### src/rtl/vbl_irq_pkg.sv
package vbl_irq_pkg;
  localparam int unsigned DATA_W = 32;
  localparam logic [DATA_W-1:0] CLR_MASK_M0 = 32'h000F_040F;
  localparam logic [DATA_W-1:0] CLR_MASK_M1 = 32'hFC08_0EFF;
  localparam int unsigned FRAME_BIT = 0;

  typedef enum logic {SEL_ENABLE = 1'b0, SEL_STATUS = 1'b1} reg_sel_e;

  function automatic logic [DATA_W-1:0] clr_mask(input logic model);
    return model ? CLR_MASK_M1 : CLR_MASK_M0;
  endfunction
endpackage

### src/rtl/vbl_rst_sync.sv
module vbl_rst_sync (
  input  logic clk,
  input  logic rst_n,
  output logic rst_sync_n
);
  logic [1:0] sync_q;

  always_ff @(posedge clk or negedge rst_n) begin
    if (!rst_n) sync_q <= 2'b00;
    else        sync_q <= {sync_q[0], 1'b1};
  end

  assign rst_sync_n = sync_q[1];
endmodule

### src/rtl/vbl_frame_timer.sv
module vbl_frame_timer #(
  parameter int unsigned PERIOD = 1666667
) (
  input  logic clk,
  input  logic rst_n,
  input  logic restart,
  input  logic halt,
  output logic tick,
  output logic running
);
  localparam int unsigned CNT_W = (PERIOD > 2) ? $clog2(PERIOD) : 1;
  localparam logic [CNT_W-1:0] LAST = CNT_W'(PERIOD - 1);

  logic [CNT_W-1:0] cnt_q, cnt_d;
  logic             run_q, run_d;
  logic             wrap;

  assign wrap = run_q && (cnt_q == LAST);

  always_comb begin
    cnt_d = cnt_q;
    run_d = run_q;
    tick  = 1'b0;
    if (restart) begin
      cnt_d = '0;
      run_d = 1'b1;
    end else if (halt) begin
      cnt_d = '0;
      run_d = 1'b0;
    end else if (run_q) begin
      if (wrap) begin
        cnt_d = '0;
        tick  = 1'b1;
      end else begin
        cnt_d = cnt_q + 1'b1;
      end
    end
  end

  always_ff @(posedge clk or negedge rst_n) begin
    if (!rst_n) begin
      cnt_q <= '0;
      run_q <= 1'b0;
    end else begin
      cnt_q <= cnt_d;
      run_q <= run_d;
    end
  end

  assign running = run_q;
endmodule

### src/rtl/vbl_irq_regs.sv
module vbl_irq_regs
  import vbl_irq_pkg::*;
(
  input  logic              clk,
  input  logic              rst_n,
  input  logic              model_sel,
  input  logic              en_wr,
  input  logic              st_wr,
  input  logic [DATA_W-1:0] wr_data,
  input  logic [DATA_W-1:0] src_set,
  input  logic              tick,
  output logic [DATA_W-1:0] enable_q,
  output logic [DATA_W-1:0] status_q,
  output logic              irq
);
  logic [DATA_W-1:0] enable_d, status_d;
  logic [DATA_W-1:0] set_vec, clr_vec;

  always_comb begin
    set_vec = src_set;
    set_vec[FRAME_BIT] = src_set[FRAME_BIT] | tick | (en_wr & wr_data[FRAME_BIT]);
    clr_vec = st_wr ? (wr_data & clr_mask(model_sel)) : '0;
    status_d = (status_q & ~clr_vec) | set_vec;
    enable_d = en_wr ? wr_data : enable_q;
  end

  always_ff @(posedge clk or negedge rst_n) begin
    if (!rst_n) begin
      enable_q <= '0;
      status_q <= '0;
    end else begin
      enable_q <= enable_d;
      status_q <= status_d;
    end
  end

  assign irq = |(status_q & enable_q);
endmodule

### src/rtl/vbl_irq_ctrl.sv
module vbl_irq_ctrl
  import vbl_irq_pkg::*;
#(
  parameter int unsigned PERIOD = 1666667
) (
  input  logic              clk,
  input  logic              rst_n,
  input  logic              model_sel,
  input  logic              wr_en,
  input  logic              wr_sel,
  input  logic [DATA_W-1:0] wr_data,
  input  logic              rd_sel,
  output logic [DATA_W-1:0] rd_data,
  input  logic [DATA_W-1:0] src_set,
  output logic              irq
);
  logic              rst_sync_n;
  logic              en_wr, st_wr;
  logic              tick, running;
  logic [DATA_W-1:0] enable_q, status_q;

  assign en_wr = wr_en && (reg_sel_e'(wr_sel) == SEL_ENABLE);
  assign st_wr = wr_en && (reg_sel_e'(wr_sel) == SEL_STATUS);

  vbl_rst_sync u_rst (
    .clk        (clk),
    .rst_n      (rst_n),
    .rst_sync_n (rst_sync_n)
  );

  vbl_frame_timer #(.PERIOD(PERIOD)) u_timer (
    .clk     (clk),
    .rst_n   (rst_sync_n),
    .restart (en_wr && wr_data[FRAME_BIT]),
    .halt    (en_wr && !wr_data[FRAME_BIT]),
    .tick    (tick),
    .running (running)
  );

  vbl_irq_regs u_regs (
    .clk       (clk),
    .rst_n     (rst_sync_n),
    .model_sel (model_sel),
    .en_wr     (en_wr),
    .st_wr     (st_wr),
    .wr_data   (wr_data),
    .src_set   (src_set),
    .tick      (tick),
    .enable_q  (enable_q),
    .status_q  (status_q),
    .irq       (irq)
  );

  assign rd_data = (reg_sel_e'(rd_sel) == SEL_STATUS) ? status_q : enable_q;
endmodule

### config.mk
export PLATFORM = sky130hd
export DESIGN_NAME = vbl_irq_ctrl
export DESIGN_NICKNAME = d
export VERILOG_FILES = /design/src/rtl/vbl_irq_pkg.sv /design/src/rtl/vbl_rst_sync.sv /design/src/rtl/vbl_frame_timer.sv /design/src/rtl/vbl_irq_regs.sv /design/src/rtl/vbl_irq_ctrl.sv
export SDC_FILE = /design/constraint.sdc
export NUM_CORES = 1
export LEC_CHECK = 0
export BUFFER_PORTS_ARGS = -buffer_cell sky130_fd_sc_hd__clkbuf_2
export CORE_ASPECT_RATIO = 1.5
export CORE_MARGIN = 1
export CORE_UTILIZATION = 31
export CTS_CLUSTER_SIZE = 16
export DETAILED_ROUTE_END_ITERATION = 12
export MAX_ROUTING_LAYER = met4
export PLACE_DENSITY = 0.6
export SLEW_MARGIN = 10
export SYNTH_ARGS = -nofsm -noshare
export SYNTH_HDL_FRONTEND = slang
export SYNTH_SLANG_ARGS = --single-unit
### constraint.sdc
create_clock -name clk -period 3.3 [get_ports clk]
set_input_delay 0 -clock clk [delete_from_list [all_inputs] [get_ports clk]]
set_output_delay 0 -clock clk [all_outputs]
set_load 0.01 [all_outputs]
After elaboration in Yosys (flattened, before gate mapping):

Cells that the tools add are included.

* memory bits (read-only): 0
* flip-flop bits (word level): 88
* output and inout port bits: 33
* memory bits (writable): 0
* memories: 0
* latch bits: 0

* magnitude comparators: 0
* shifts and indexed selects: 0
* mux-type cells: 13
* multiply operators: 0
* bitwise gates (word level): 9
* divide/modulo/power cells: 0
* reduce and logical (&&, ||, !) cells: 9
* eq/ne operators: 1
* add/subtract/negate cells: 1

Operators by type and width (number)
* AND 32 bit: 3
* two-way mux 32 bit: 3
* two-way mux 21 bit: 4
* NOT 32 bit: 1
* OR 32 bit: 1
* OR reduction 32 bit: 1
* adder 21 x 1 -> 21 bit, second input constant: 1
* equality test 21 bit, second input constant: 1
* two-way mux 1 bit: 6
* logical AND 1 bit: 5
* nonzero test 3 bit: 1
* OR 1 bit: 2
* nonzero test 2 bit: 1
* AND 1 bit: 1
* zero test 1 bit: 1
* NOT 1 bit: 1

Depth between registers and ports, before layout:

* depth after elaboration: 9
* mapped depth: 8
* mapped depth without buffers: 6

By module:

From an unflattened synthesis, not the netlist that was laid out.

* cell total of the unflattened synthesis: 379
* area, all modules: 4401.7 um^2

Modules (own cells, without submodules)
* vbl_irq_regs: area each 2467.4 um^2, instances 1, cells an instance 181, seq. area each 1601.5 um^2
* vbl_frame_timer: area each 1307.5 um^2, instances 1, cells an instance 155, seq. area each 550.5 um^2
* vbl_irq_ctrl: area each 573.0 um^2, instances 1, cells an instance 40, seq. area each 0.0 um^2
* vbl_rst_sync: area each 53.8 um^2, instances 1, cells an instance 3, seq. area each 50.0 um^2

Worst setup path before layout:

No wires, ideal clock.

* path kind: register to register
* start: register u_timer.cnt_q[0]
* end: register u_timer.cnt_q[15]
* buffers on the path: 2
* period minus slack after synthesis: 1804 ps
* path slack: 1496 ps
* cell stages (with the launch flop): 9
* arrival time: 1675 ps
* data required time: 3170 ps
* cell sequence: dfrtp_1 -> inv_1 -> ha_1 -> nand3b_1 -> or4_1 -> buf_2 -> o31ai_4 -> buf_6 -> a21oi_1

* word-level cells in the longest chain between the ends: 6
* elaborated cells on any way between the ends: 7

RTL lines
* start, declared: line vbl_frame_timer.sv:14 `logic [CNT_W-1:0] cnt_q, cnt_d;`
* start signal, assigned: line vbl_frame_timer.sv:45 `cnt_q <= cnt_d;`
* branches (longest 2 deep; another with adder 21 x 1 -> 21 bit)
* two-way mux 21 bit (*): line vbl_frame_timer.sv:31 `if (wrap) begin`
* two-way mux 21 bit (*): line vbl_frame_timer.sv:30 `end else if (run_q) begin`
* two-way mux 21 bit (*): line vbl_frame_timer.sv:27 `end else if (halt) begin`
* two-way mux 21 bit (*): line vbl_frame_timer.sv:24 `if (restart) begin`

Mark *: on every way between the ends. The select of a mux whose other input is x is not followed.
A chain may end at the register's enable or synchronous reset.

Worst setup path in the final report:

* start: register u_timer.cnt_q[0]
* end: register u_timer.cnt_q[12]

Same word-level chain as after synthesis.

==> flow_summary.json <==
{
  "drc": 0,
  "ys_types": 42,
  "final_cell_mix": "nand2_1, clkbuf_2, dlygate4sd3_1, dfrtp_1, mux2_2",
  "synthToLayoutAreaGrowth_pct": 43.6,
  "final_util_pct": 46.0,
  "fill_cells": 1252,
  "slowest_delay_ns": 0.69,
  "cts_setup_buffers": 0,
  "clkTransAtPathRegs_ns": 0.06,
  "min_to": "u_timer.cnt_q[10]",
  "avgSynthCellArea_sq_um": 9.85,
  "crit_family": "simple AND/OR/NAND/NOR gates",
  "synth_edf_count": 0,
  "finalCritPeriodShare_pct": 65.0,
  "placedCellCount": 669,
  "cts_buffers": 9,
  "netlist_area_sq_mm": 0.00417,
  "reg2reg_depth": 6,
  "required_ns": 3.49,
  "root_buffer": "clkbuf_16",
  "timing.rr.end": "u_timer.cnt_q[12]",
  "max-slew-margin-rel_pct": 36.1,
  "wl_per_cell_um": 15.4,
  "grt_start_max_net_pins": 68,
  "cts.path.max_buffers": 2,
  "finalHoldViolCount": 0,
  "rrSetupSlack_ns": 1.16,
  "start_util_pct": 32.0,
  "cts_tree": "built",
  "fmax_ghz": 0.466,
  "dpl_cell_area_sq_mm": 0.00484,
  "viasPerCell": 4.97,
  "crit_fanout": 11,
  "cap_violations": 0,
  "peakVddDrop_mv": 0.183,
  "r2r_start": "u_timer.cnt_q[0]",
  "p_per_area_mw_per_mm2": 440,
  "ys.flop_type": "dfrtp_1",
  "critPathArrivalTime_ns": 2.33,
  "multiInputGateArea_sq_mm": 0.00188,
  "core_sq_mm": 0.0130,
  "place_ws_ns": 1.19,
  "timing.final.crit_period_ns": 2.14,
  "drt.antenna.violating_nets": 0,
  "setup_viol": 0,
  "fin_cells": 770,
  "ys_seq_area_share_pct": 52.8,
  "path_depth": 6,
  "synth_nets": 495,
  "setup_ws_ns": 1.16,
  "tightest_slew_ns": 0.958,
  "fin_skew_ns": 0.00516,
  "portBuffers": 102,
  "antennaDiodeCount": 0,
  "track_usage_pct": 18.0,
  "insertion_delay_ns": 0.33,
  "ios": 103,
  "end_kind": "register",
  "crit_buf_inv": 1,
  "gp_congestion": 0.831,
  "register_area_sq_mm": 0.00221,
  "nNetsFinal": 680,
  "drive_above_1_share_pct": 27.3,
  "crit_slowest_cell": "or4_1",
  "overflow": 0,
  "drt_first_pass_iters": 5,
  "leakage_nw": 2.60,
  "holdPathStages": 3,
  "antenna_found_initial": 0,
  "die-width_um": 96.7,
  "maxSlewViolCount": 0,
  "htreeDepth": 3,
  "crit_chain": "inv_1, ha_1, nand3b_1, or4_1, o31ai_4, a21oi_1",
  "design_area_sq_mm": 0.00598,
  "outcome": "complete, no violations",
  "fp-row-count": 51,
  "dp_hpwl_mm": 7.90,
  "grt_pass1_vias": 3876,
  "grt_pass1_wl_mm": 19.2,
  "rsz0062_at_grt": "no",
  "ys_ff_latch": 88,
  "tns_ns": 0,
  "syn_inst": 423,
  "drt-total-wl_mm": 11.9,
  "hold_path.class": "primary input to register",
  "critical_path_class": "register to register",
  "vias": 3827,
  "min_from": "wr_sel",
  "drt_iter0_markers": 183,
  "ys_warn_count": 0,
  "final_common_cell": "nand2_1",
  "async_flop_share_pct": 100,
  "die_area_sq_mm": 0.0139,
  "start_kind": "register",
  "die_h_um": 144,
  "clock-sinks": 88
}
[cells in the mapped netlist, types with 2 or more instances]
cell type | n | share of area (%)
o21ai_0 | 11 | 1.3
or3_1 | 9 | 1.4
o31ai_1 | 4 | 0.72
nor2b_1 | 2 | 0.30
clkbuf_1 | 7 | 0.63
a22oi_1 | 16 | 2.9
o2111ai_1 | 2 | 0.42
or4_1 | 6 | 1.1
nor2_1 | 4 | 0.36
and3_1 | 4 | 0.60
a21oi_1 | 14 | 1.7
a21o_1 | 20 | 3.6
mux2_2 | 32 | 8.6
buf_1 | 9 | 0.81
dfrtp_1 | 88 | 53
a31oi_1 | 4 | 0.60
a311oi_1 | 2 | 0.42
nand2_1 | 133 | 12
or2_2 | 11 | 1.7
buf_2 | 2 | 0.24
inv_1 | 4 | 0.36
ha_1 | 2 | 0.60
nand3_1 | 5 | 0.60
xor2_1 | 3 | 0.63
o211ai_1 | 4 | 0.72
and4_1 | 3 | 0.63
nand4_1 | 7 | 1.1
[worst register-to-register path: stages, from the launching register on]
cell and delay (ns):
dfrtp_1 0.41, inv_1 0.09, ha_1 0.15, nand3b_1 0.07, or4_1 0.69, o31ai_4 0.49
a21oi_1 0.11
[cells by family after synthesis]
kind of cell | after synthesis | synth area share, %
and+or+nand+nor | 192 | 21.1
DFF | 88 | 52.8
AOI/OAI and AO/OA | 82 | 13.8
muxes | 32 | 8.65
buffers and inverters | 23 | 2.31
xor gates and xnor gates | 3 | 0.631
adders and majority gates | 2 | 0.600
other | 1 | 0.0900
[per-layer routing]
layer	wire length, um	vias up	track usage (%)
met3	440	14	3.04
met4	146	0	5.50
li1	-	1848	-
met5	0	-	-
met1	5040	1864	21.2
met2	6250	101	31.5
[sequential cells by signal, indices dropped and copies added (netlist names)]
name / count
u_timer.running: 1
u_regs.enable_q: 32
u_timer.cnt_q: 21
u_rst.sync_q: 2
u_regs.status_q: 32
[worst max path at each step]
stage                                 from                  to
after global placement    u_timer.cnt_q[0]    u_timer.cnt_q[9]
after CTS                 u_timer.cnt_q[0]   u_timer.cnt_q[12]
after floorplan            u_rst.sync_q[1]  u_regs.enable_q[0]
final                     u_timer.cnt_q[0]   u_timer.cnt_q[12]
after detailed placement  u_timer.cnt_q[0]    u_timer.cnt_q[9]
after global routing      u_timer.cnt_q[0]   u_timer.cnt_q[12]
[layout make-up]
cell class | instances | area share (%)
clock inverters | 4 | 0.794
clock buffers | 10 | 3.83
multi-input cells | 312 | 31.4
well taps | 159 | 3.32
repair buffers | 193 | 23.6
flip-flops and latches | 88 | 36.9
inverters | 4 | 0.251
[report_power, final]
part           internal [mW]  total (mW)  switching (mW)  leakage (nW)
logic                  0.225       0.422           0.197          1.46
clock network          0.576       0.971           0.395         0.134
registers               1.15        1.24          0.0850          1.01
[repair_timing]
action,CTS,global route
setup endpoints to repair,0,0
hold buffers,87,0
resized for setup,0,0
endpoints found under the hold margin,67,0
[through the flow]
step | hold WS (ns) | power, mW
finish | 0.0385 | 2.63
global route | 0.0959 | 2.76
CTS | 0.0331 | 2.67
detailed placement | -0.212 | 1.60
global placement | -0.215 | 1.59
floorplan | -0.296 | 1.44
Note: power is estimated with default switching activity, not from simulation.
